`config.mk`:
```
export PLATFORM = sky130hd
export DESIGN_NAME = rxr_ring_writer
export DESIGN_NICKNAME = d
export VERILOG_FILES = /design/src/rtl/rxr_pkg.sv /design/src/rtl/rxr_size_dec.sv /design/src/rtl/rxr_word_pack.sv /design/src/rtl/rxr_regs.sv /design/src/rtl/rxr_ring_writer.sv
export SDC_FILE = /design/constraint.sdc
export NUM_CORES = 1
export LEC_CHECK = 0
export CORE_AREA = 2 2 205 207
export CTS_CLUSTER_DIAMETER = 150
export DETAILED_ROUTE_END_ITERATION = 10
export DIE_AREA = 0 0 207 209
export DONT_BUFFER_PORTS = 1
export PLACE_DENSITY = 0.6
export SLEW_MARGIN = 20
export SYNTH_ARGS = -nofsm -noshare
export SYNTH_HDL_FRONTEND = slang
export SYNTH_SLANG_ARGS = --single-unit
```
`constraint.sdc`:
```
create_clock -name clk -period 5 [get_ports clk]
set_input_delay 0.75 -clock clk [delete_from_list [all_inputs] [get_ports clk]]
set_output_delay 0.75 -clock clk [all_outputs]
set_load 0.01 [all_outputs]
```
`src/rtl/rxr_pkg.sv`:
```
package rxr_pkg;

   // register select codes on reg_sel
   localparam logic [2:0] SEL_CTRL     = 3'd0;
   localparam logic [2:0] SEL_BASE_LO  = 3'd1;
   localparam logic [2:0] SEL_BASE_HI  = 3'd2;
   localparam logic [2:0] SEL_RING_LEN = 3'd3;
   localparam logic [2:0] SEL_HEAD     = 3'd4;
   localparam logic [2:0] SEL_TAIL     = 3'd5;

   // control word fields
   localparam int CTRL_EN_BIT   = 1;
   localparam int CTRL_SZ_LSB   = 16;
   localparam int CTRL_EXT_BIT  = 25;

   // ring length keeps bits 19:7
   localparam logic [31:0] RING_LEN_MASK = 32'h000F_FF80;

   // descriptor layout (byte offsets)
   localparam int DESC_SHIFT = 4;
   localparam logic [3:0] OFS_ADDR_LO = 4'd0;
   localparam logic [3:0] OFS_ADDR_HI = 4'd4;
   localparam logic [3:0] OFS_LEN     = 4'd8;
   localparam logic [3:0] OFS_STATUS  = 4'd12;

   // status bits
   localparam int ST_DONE_BIT = 0;
   localparam int ST_EOP_BIT  = 1;
   localparam int ST_NOCS_BIT = 2;

   localparam int FCS_BYTES = 4;

   typedef enum logic [3:0] {
      ST_IDLE,
      ST_DESC_LO,
      ST_DESC_HI,
      ST_DATA,
      ST_WR_DATA,
      ST_WB_LEN,
      ST_WB_STAT,
      ST_NEXT,
      ST_DRAIN
   } eng_state_e;

endpackage

```
`src/rtl/rxr_size_dec.sv`:
```
// Buffer size decode from the 2-bit code and extension bit.
module rxr_size_dec #(
   parameter int CNT_W = 15
) (
   input  logic [1:0]       code,
   input  logic             ext,
   output logic [CNT_W-1:0] size,
   output logic             valid
);
   localparam logic [CNT_W-1:0] STD_MAX = CNT_W'(2048);
   localparam logic [CNT_W-1:0] EXT_MAX = CNT_W'(16384);

   logic [CNT_W-1:0] raw;

   always_comb begin
      if (ext) begin
         raw   = EXT_MAX >> (code - 2'd1);
         valid = (code != 2'b00);
      end else begin
         raw   = STD_MAX >> code;
         valid = 1'b1;
      end
      size = valid ? raw : '0;
   end
endmodule

```
`src/rtl/rxr_word_pack.sv`:
```
// Collects bytes into one little-endian data word, one register per lane.
module rxr_word_pack #(
   parameter int LANES = 4,
   localparam int LANE_W = $clog2(LANES)
) (
   input  logic               clk,
   input  logic               rst_n,
   input  logic               clr,
   input  logic               push,
   input  logic [LANE_W-1:0]  lane,
   input  logic [7:0]         din,
   output logic [8*LANES-1:0] word
);
   for (genvar g = 0; g < LANES; g++) begin : g_lane
      logic [7:0] byte_q;
      always_ff @(posedge clk or negedge rst_n) begin
         if (!rst_n)                               byte_q <= '0;
         else if (clr)                             byte_q <= '0;
         else if (push && lane == LANE_W'(g))      byte_q <= din;
      end
      assign word[8*g +: 8] = byte_q;
   end
endmodule

```
`src/rtl/rxr_regs.sv`:
```
// Software-visible ring registers with head advance.
module rxr_regs
   import rxr_pkg::*;
#(
   parameter int ADDR_W = 64,
   parameter int PTR_W  = 16
) (
   input  logic              clk,
   input  logic              rst_n,
   input  logic              reg_we,
   input  logic [2:0]        reg_sel,
   input  logic [31:0]       reg_wdata,
   input  logic              head_adv,
   output logic [31:0]       ctrl_q,
   output logic [ADDR_W-1:0] base_q,
   output logic [31:0]       ring_len_q,
   output logic [PTR_W-1:0]  head_q,
   output logic [PTR_W-1:0]  tail_q
);
   localparam int HI_W = ADDR_W - 32;

   logic [31:0]      base_lo_q;
   logic [PTR_W-1:0] entries;
   logic [PTR_W:0]   head_inc;
   logic             head_wrap;

   assign entries   = ring_len_q[PTR_W+DESC_SHIFT-1:DESC_SHIFT];
   assign head_inc  = {1'b0, head_q} + 1'b1;
   assign head_wrap = (head_inc == {1'b0, entries});

   always_ff @(posedge clk or negedge rst_n) begin
      if (!rst_n) begin
         ctrl_q     <= '0;
         base_lo_q  <= '0;
         ring_len_q <= '0;
         tail_q     <= '0;
      end else if (reg_we) begin
         case (reg_sel)
            SEL_CTRL:     ctrl_q     <= reg_wdata;
            SEL_BASE_LO:  base_lo_q  <= reg_wdata;
            SEL_RING_LEN: ring_len_q <= reg_wdata & RING_LEN_MASK;
            SEL_TAIL:     tail_q     <= reg_wdata[PTR_W-1:0];
            default: ;
         endcase
      end
   end

   // engine advance has priority over a software head write
   always_ff @(posedge clk or negedge rst_n) begin
      if (!rst_n)
         head_q <= '0;
      else if (head_adv)
         head_q <= head_wrap ? '0 : head_inc[PTR_W-1:0];
      else if (reg_we && reg_sel == SEL_HEAD)
         head_q <= reg_wdata[PTR_W-1:0];
   end

   if (HI_W > 0) begin : g_base_hi
      logic [HI_W-1:0] base_hi_q;
      always_ff @(posedge clk or negedge rst_n) begin
         if (!rst_n)
            base_hi_q <= '0;
         else if (reg_we && reg_sel == SEL_BASE_HI)
            base_hi_q <= reg_wdata[HI_W-1:0];
      end
      assign base_q = {base_hi_q, base_lo_q};
   end else begin : g_base_lo_only
      assign base_q = base_lo_q;
   end
endmodule

```
`src/rtl/rxr_ring_writer.sv`:
```
module rxr_ring_writer
   import rxr_pkg::*;
#(
   parameter int ADDR_W = 64,
   parameter int PTR_W  = 16,
   parameter int CNT_W  = 15
) (
   input  logic              clk,
   input  logic              rst_n,
   input  logic              reg_we,
   input  logic [2:0]        reg_sel,
   input  logic [31:0]       reg_wdata,
   output logic [31:0]       ctrl_q,
   output logic [ADDR_W-1:0] base_q,
   output logic [31:0]       ring_len_q,
   output logic [PTR_W-1:0]  head_q,
   output logic [PTR_W-1:0]  tail_q,
   input  logic              pkt_valid,
   input  logic [7:0]        pkt_data,
   input  logic              pkt_last,
   output logic              pkt_ready,
   output logic              mem_req,
   output logic              mem_we,
   output logic [ADDR_W-1:0] mem_addr,
   output logic [31:0]       mem_wdata,
   input  logic              mem_ack,
   input  logic [31:0]       mem_rdata,
   output logic              ev_overrun,
   output logic              ev_rx_timer
);
   localparam int WIDX_W  = CNT_W - 2;
   localparam int DPAD_W  = ADDR_W - PTR_W - DESC_SHIFT;
   localparam int WPAD_W  = ADDR_W - CNT_W;

   if (ADDR_W < 32 || ADDR_W > 64) begin : g_bad_addr_w
      $error("ADDR_W must lie in 32..64");
   end
   if (PTR_W < 4 || PTR_W > 28 || DPAD_W < 1) begin : g_bad_ptr_w
      $error("PTR_W out of range for ADDR_W");
   end
   if (CNT_W < 15 || CNT_W > 24) begin : g_bad_cnt_w
      $error("CNT_W must hold 16384");
   end

   eng_state_e       state_q;
   logic [63:0]      buf_addr_q;
   logic [CNT_W-1:0] chunk_cnt_q;
   logic [WIDX_W-1:0] word_idx_q;
   logic [CNT_W-1:0] bsize_q;
   logic             chunk_end_q;
   logic             pkt_end_q;
   logic             ev_overrun_q;
   logic             ev_timer_q;

   logic [CNT_W-1:0] dec_size;
   logic             dec_valid;
   logic [31:0]      packed_word;
   logic [CNT_W-1:0] cnt_inc;
   logic             chunk_done;
   logic             word_full;
   logic             ring_full;
   logic             head_adv;
   logic             take_byte;
   logic [ADDR_W-1:0] desc_addr;
   logic [ADDR_W-1:0] data_addr;

   rxr_regs #(.ADDR_W(ADDR_W), .PTR_W(PTR_W)) u_regs (
      .clk        (clk),
      .rst_n      (rst_n),
      .reg_we     (reg_we),
      .reg_sel    (reg_sel),
      .reg_wdata  (reg_wdata),
      .head_adv   (head_adv),
      .ctrl_q     (ctrl_q),
      .base_q     (base_q),
      .ring_len_q (ring_len_q),
      .head_q     (head_q),
      .tail_q     (tail_q)
   );

   rxr_size_dec #(.CNT_W(CNT_W)) u_size (
      .code  (ctrl_q[CTRL_SZ_LSB +: 2]),
      .ext   (ctrl_q[CTRL_EXT_BIT]),
      .size  (dec_size),
      .valid (dec_valid)
   );

   assign take_byte = pkt_valid && pkt_ready && (state_q == ST_DATA);

   rxr_word_pack #(.LANES(4)) u_pack (
      .clk   (clk),
      .rst_n (rst_n),
      .clr   ((state_q == ST_WR_DATA) && mem_ack),
      .push  (take_byte),
      .lane  (chunk_cnt_q[1:0]),
      .din   (pkt_data),
      .word  (packed_word)
   );

   assign ring_full  = (head_q == tail_q);
   assign cnt_inc    = chunk_cnt_q + 1'b1;
   assign chunk_done = pkt_last || (cnt_inc == bsize_q);
   assign word_full  = (chunk_cnt_q[1:0] == 2'd3);
   assign head_adv   = (state_q == ST_WB_STAT) && mem_ack;
   assign desc_addr  = base_q + {{DPAD_W{1'b0}}, head_q, {DESC_SHIFT{1'b0}}};
   assign data_addr  = buf_addr_q[ADDR_W-1:0] + {{WPAD_W{1'b0}}, word_idx_q, 2'b00};

   assign pkt_ready   = (state_q == ST_DATA) || (state_q == ST_DRAIN);
   assign ev_overrun  = ev_overrun_q;
   assign ev_rx_timer = ev_timer_q;

   // memory request mux
   always_comb begin
      mem_req   = 1'b0;
      mem_we    = 1'b0;
      mem_addr  = '0;
      mem_wdata = '0;
      case (state_q)
         ST_DESC_LO: begin
            mem_req  = 1'b1;
            mem_addr = desc_addr + ADDR_W'(OFS_ADDR_LO);
         end
         ST_DESC_HI: begin
            mem_req  = 1'b1;
            mem_addr = desc_addr + ADDR_W'(OFS_ADDR_HI);
         end
         ST_WR_DATA: begin
            mem_req   = 1'b1;
            mem_we    = 1'b1;
            mem_addr  = data_addr;
            mem_wdata = packed_word;
         end
         ST_WB_LEN: begin
            mem_req   = 1'b1;
            mem_we    = 1'b1;
            mem_addr  = desc_addr + ADDR_W'(OFS_LEN);
            mem_wdata = 32'(chunk_cnt_q) + (pkt_end_q ? 32'(FCS_BYTES) : 32'd0);
         end
         ST_WB_STAT: begin
            mem_req   = 1'b1;
            mem_we    = 1'b1;
            mem_addr  = desc_addr + ADDR_W'(OFS_STATUS);
            mem_wdata = '0;
            mem_wdata[ST_DONE_BIT] = 1'b1;
            mem_wdata[ST_NOCS_BIT] = 1'b1;
            mem_wdata[ST_EOP_BIT]  = pkt_end_q;
         end
         default: ;
      endcase
   end

   // engine sequencing
   always_ff @(posedge clk or negedge rst_n) begin
      if (!rst_n) begin
         state_q      <= ST_IDLE;
         buf_addr_q   <= '0;
         chunk_cnt_q  <= '0;
         word_idx_q   <= '0;
         bsize_q      <= '0;
         chunk_end_q  <= 1'b0;
         pkt_end_q    <= 1'b0;
         ev_overrun_q <= 1'b0;
         ev_timer_q   <= 1'b0;
      end else begin
         ev_overrun_q <= 1'b0;
         ev_timer_q   <= 1'b0;
         case (state_q)
            ST_IDLE: begin
               if (pkt_valid) begin
                  bsize_q <= dec_size;
                  if (!ctrl_q[CTRL_EN_BIT] || !dec_valid) begin
                     state_q <= ST_DRAIN;
                  end else if (ring_full) begin
                     ev_overrun_q <= 1'b1;
                     state_q      <= ST_DRAIN;
                  end else begin
                     state_q <= ST_DESC_LO;
                  end
               end
            end
            ST_DESC_LO: begin
               if (mem_ack) begin
                  buf_addr_q[31:0] <= mem_rdata;
                  state_q          <= ST_DESC_HI;
               end
            end
            ST_DESC_HI: begin
               if (mem_ack) begin
                  buf_addr_q[63:32] <= mem_rdata;
                  chunk_cnt_q       <= '0;
                  word_idx_q        <= '0;
                  chunk_end_q       <= 1'b0;
                  pkt_end_q         <= 1'b0;
                  state_q           <= ST_DATA;
               end
            end
            ST_DATA: begin
               if (pkt_valid) begin
                  chunk_cnt_q <= cnt_inc;
                  pkt_end_q   <= pkt_last;
                  chunk_end_q <= chunk_done;
                  if (word_full || chunk_done)
                     state_q <= ST_WR_DATA;
               end
            end
            ST_WR_DATA: begin
               if (mem_ack) begin
                  word_idx_q <= word_idx_q + 1'b1;
                  state_q    <= chunk_end_q ? ST_WB_LEN : ST_DATA;
               end
            end
            ST_WB_LEN: begin
               if (mem_ack)
                  state_q <= ST_WB_STAT;
            end
            ST_WB_STAT: begin
               if (mem_ack) begin
                  if (pkt_end_q) begin
                     ev_timer_q <= 1'b1;
                     state_q    <= ST_IDLE;
                  end else begin
                     state_q <= ST_NEXT;
                  end
               end
            end
            ST_NEXT: begin
               if (ring_full) begin
                  ev_overrun_q <= 1'b1;             // mid-packet
                  state_q      <= ST_DRAIN;
               end else begin
                  state_q <= ST_DESC_LO;
               end
            end
            ST_DRAIN: begin
               if (pkt_valid && pkt_last)
                  state_q <= ST_IDLE;
            end
            default: state_q <= ST_IDLE;
         endcase
      end
   end
endmodule

```
==> results.md <==
- The met1 wire length is 33.6 mm.
- The total global routing track utilization is 36.6%.
- The category of the worst setup path launch point is a flip-flop.
- The per-instance average area after synthesis is 8.84 sq um.
- In the synthesized netlist the dominant register cell turns out to be sky130_fd_sc_hd__dfrtp_1.
- At the end of routability-driven placement, the weighted congestion stood at 1.00.
- The total grt overflow is 0.
- The flow ran to the end, but the final reports show violations.
- The number of cells on the worst reg-to-reg path is 13.
- The die width is 207 um.
- The register-to-register setup slack is 780 ps.
- After the first detailed-routing iteration, the DRC count stood at 1994.
- Dividing the detail-routed wire length by the instance count gives 26.3 um.
- The post-detailed-route via-to-cell ratio is 6.39.
- The count of different cell masters after synthesis is 108.
- Summing the areas of all and, or, nand and nor instances in the mapped netlist gives 21.8% of the synthesized area.
- The number of global-route vias before repair is 19358.
- Summing the areas of all fa, ha and maj instances in the mapped netlist gives 2.71% of the synthesized area.
- Setup violations remaining at the end of the flow were counted as 33.
- The number of buffers on the longest clock path is 3.
- The met2 wirelength from detailed routing is 37.7 mm.
- The height of the die is 209 um.
- Static timing analysis puts the maximum clock frequency at 191 MHz.
- The standard-cell row count is 75.
- The via count is 19728.
- From synthesis to final layout, the design area changed by 26.4%.
- The total negative slack for setup checks is -4190 ps.
- The number of antenna violations at the first check in global routing is 1.
- The area after detailed placement is 0.0223 sq mm.
- Pin placement for this block handled 342 I/O pins.
- The tool flagged a number of max-cap violations equal to 0.
- After synthesis, the share of flip-flops with an asynchronous set or reset is 100%.
- Dividing the final minimum period by the clock period gives 105%.
- Setup repair after global routing could not meet its margin everywhere.
- The worst hold-check slack is -104 ps.
- For the worst-skew pair, the clock arrives at the later sink with an insertion delay of 550 ps.
- In this run the worst path has a maximum fanout of 5.
- The sequential area share after synthesis is 34.6%.
- The largest family of logic cells by synthesized area is simple AND/OR/NAND/NOR gates.
- During placement, the flow inserted port buffers numbering 0.
- The checks that failed: negative hold slack, negative setup slack.
- The data arrival time of the worst path is 4480 ps.
- Traced cell by cell, the critical path runs through ha_4, inv_2, fa_2, and2b_4, o211ai_4, a211o_4, buf_6, o21ai_4, buf_12, xor2_4, nand4_4, buf_4, nor4_4, a21oi_1, a211oi_2, buf_4, nor2_1, a311o_1.
- The top metal layer carrying routed signals is met4.
- The total wire length is 81.2 mm.
- Counting I/O delays and the setup requirement, the final critical path takes 5230 ps.
- TritonCTS built the clock tree.
- The post-route cell area is 0.0256 sq mm.
- The multiplexer share of the synthesized area is 10.3%.
- The total count of hold-check failures in the final report is 179.
- In the post-route analysis, the smallest setup slack over all paths is -231 ps.
- Counting every instance in the synthesized netlist gives 2289.
- The nature of the critical path endpoint is an output port.
- In this run the standard cell core region covers 0.0413 sq mm.
- Dividing total power by cell area gives a power density of 518 mW/mm^2.
- The worst min-delay path category is in2async.
- The remaining max-slew budget at the tightest pin is 25.8%.
- The pin count of the biggest net entering global routing is 281.
- The die covers 0.0433 sq mm.
- The H-tree depth reported by CTS is 2.
- The count of nets left with antenna violations after detail routing is 0.
- The xor/xnor share of the synthesized area is 9.04%.
- The first global-routing pass estimated 123 mm of wire.
- The transition time at the pin with the least slew margin is 1110 ps.
- The first-pass iteration count of the detailed router is 6.
- The overall power after layout is 13.2 mW.
- For this configuration, the core starts out at a cell density of 49.0%.
- The static leakage power is 10.3 nW.
- Clock tree synthesis inserted a total of 34 buffers.
- The required arrival time at the worst endpoint is 4250 ps.
- The maximum vdd ir drop is 0.333 mV.
- The max-slew violation total from the final report came to 0.
- Summed over all nets, the half-perimeter wirelength after detailed placement is 61.8 mm.
- For this run, design rule violations remaining after detail routing come to 0.
- The critical path is of the reg2out type.
- On the critical path, the stage with the largest delay is an instance of sky130_fd_sc_hd__a211o_4.
- The share of post-route cells with drive strength above 1 is 32.3%.
- The number of sinks handled by clock tree synthesis is 280.
- Counting flops with a built-in enable in the synthesized netlist gives 0.
- The worst reg2reg path startpoint is u_regs.head_q[0].
- The terminus of the critical flop-to-flop path is u_regs.head_q[3].
- The cell repeated most along the worst path is sky130_fd_sc_hd__buf_4.
- The delay of the slowest critical-path stage is 400 ps.
- The number of placed instances, taps included, is 2963.
- The root buffer cell chosen for the clock tree is sky130_fd_sc_hd__clkbuf_16.
- The net count of the finished layout is 2650.
- The worst clock skew is 17.0 ps.
- The number of non-filler instances in the completed layout is 3088.
- After detailed routing, the met3 layer carries 6.59 mm of wire.
- The Yosys step of the flow raised 0 warnings.
- Clock-pin slew was measured on the worst setup and hold paths at 60 ps.
- Synthesis inferred 280 register bits.
- The post-synthesis instance area is 0.0202 sq mm.
- The fraction of the mapped netlist area in compound gates is 17.3%.
[final cells by class]
| type | instances | area [sq um] |
|---|---|---|
| diodes | 1 | 2.50 |
| clock buffers | 46 | 967 |
| clock inverters | 11 | 140 |
| fillers | 3610 | 15700 |
| inverters | 41 | 154 |
| multi-input cells | 1838 | 14000 |
| flip-flops and latches | 280 | 7010 |
| well taps | 539 | 674 |
| repair buffers | 332 | 2670 |
[critical path, delay by kind of cell, from the launching register on]
family | cells | cell delay (ps)
AO/OA/AOI/OAI | 6 | 1460
XOR/XNOR | 1 | 260
adder cells (fa/ha/maj) | 2 | 480
buffers and inverters | 5 | 650
flip-flops | 1 | 390
AND/OR/NAND/NOR | 4 | 670
[state kept, by name, indices dropped and copies added, names as in the netlist, 4 cells and up]
name,count
bsize_q,7
buf_addr_q,64
chunk_cnt_q,15
state_q,4
u_pack.g_lane.byte_q,32
u_regs.base_lo_q,32
u_regs.ctrl_q,32
u_regs.g_base_hi.base_hi_q,32
u_regs.head_q,16
u_regs.ring_len_q,13
u_regs.tail_q,16
word_idx_q,13
[synthesized netlist by cell type (all sizes together) (8+ instances only)]
cell type | number | share of area (%)
and4 | 14 | 0.62
and3 | 56 | 1.7
dfrtp | 280 | 35
a221o | 18 | 0.89
mux2 | 180 | 10
or2 | 12 | 0.37
a211o | 9 | 0.39
nand4 | 61 | 2.1
clkbuf | 91 | 1.7
nand3 | 121 | 3.1
xor2 | 91 | 4.0
a21o | 13 | 0.48
a22oi | 18 | 0.69
a22o | 8 | 0.35
nor3b | 11 | 0.41
nand3b | 8 | 0.30
a21oi | 112 | 2.8
o41ai | 9 | 0.43
nor2 | 174 | 3.2
o22ai | 16 | 0.49
nand2b | 17 | 0.53
a211oi | 10 | 0.57
nor2b | 12 | 0.37
nor3 | 67 | 1.7
inv | 40 | 0.74
a31oi | 22 | 0.79
o21ai | 146 | 3.7
o21a | 14 | 0.52
and2 | 16 | 0.49
xnor2 | 117 | 5.1
or3 | 13 | 0.40
nand2 | 240 | 4.5
buf | 57 | 1.8
nor4 | 31 | 1.1
o311ai | 10 | 0.47
o221ai | 10 | 0.43
o211ai | 23 | 0.93
o31ai | 9 | 0.33
ha | 39 | 2.4
[power breakdown]
group | switching [mW] | internal (mW) | total (mW) | leakage (nW)
Sequential | 0.884 | 2.90 | 3.79 | 3.50
Clock | 1.02 | 1.47 | 2.48 | 0.537
Combinational | 4.02 | 2.96 | 6.97 | 6.30
[timing repair]
item	in CTS	in global routing
resized for setup	227	100
buffers inserted	45	25
gates cloned	0	0
pin swaps	91	69
endpoints found under the setup margin	43	46
endpoints found under the hold margin	280	280
[logic make-up (layout without fill, tap and decap cells)]
kind of cell    count (synthesis)  count (layout)
flops                         280             280
compound gates                512             512
xor+xnor                      208             208
mux                           186             186
other cells                     1              20
fa+ha+maj                      42              42
simple gates                  871             871
buf+inv                       189             430
[routing by layer]
layer	up-vias	GRT usage, %
met1	9809	48.8
met2	931	58.5
met3	178	7.80
met5	-	0
met4	0	14.0
li1	8810	-
[worst max-delay path by stage]
| stage | startpoint | to | slack, ps | cells past startpoint |
|---|---|---|---|---|
| floorplan | u_regs.head_q[0] | mem_addr[63] | 230 | 15 |
| finish | u_regs.head_q[0] | mem_addr[43] | -230 | 18 |
| global route | u_regs.head_q[0] | mem_addr[60] | -340 | 16 |
| CTS | u_regs.head_q[0] | mem_addr[60] | -150 | 16 |
| detailed placement | u_regs.head_q[0] | mem_addr[41] | -80 | 17 |
| global placement | u_regs.base_lo_q[5] | mem_addr[41] | -120 | 15 |
[metrics by stage]
step	setup slack [ps]	utilization, %
6_report	-231	61.9
5_1_grt	-337	61.9
4_1_cts	-152	60.3
3_5_place_dp	-82.4	54.0
3_3_place_gp	-123	54.0
2_1_floorplan	234	-
[cells in the final DEF (no fill, tap or decap), drive strengths merged, types with 23 or more instances in the layout]
| cell type | n |
|---|---|
| nor2 | 174 |
| o211ai | 23 |
| and3 | 56 |
| nand2 | 240 |
| inv | 41 |
| xnor2 | 117 |
| mux2 | 180 |
| clkbuf | 46 |
| dfrtp | 280 |
| o21ai | 146 |
| ha | 39 |
| xor2 | 91 |
| nand3 | 121 |
| nor4 | 31 |
| a21oi | 112 |
| nor3 | 67 |
| nand4 | 61 |
| buf | 332 |
Power figures use the tool's default switching activity.
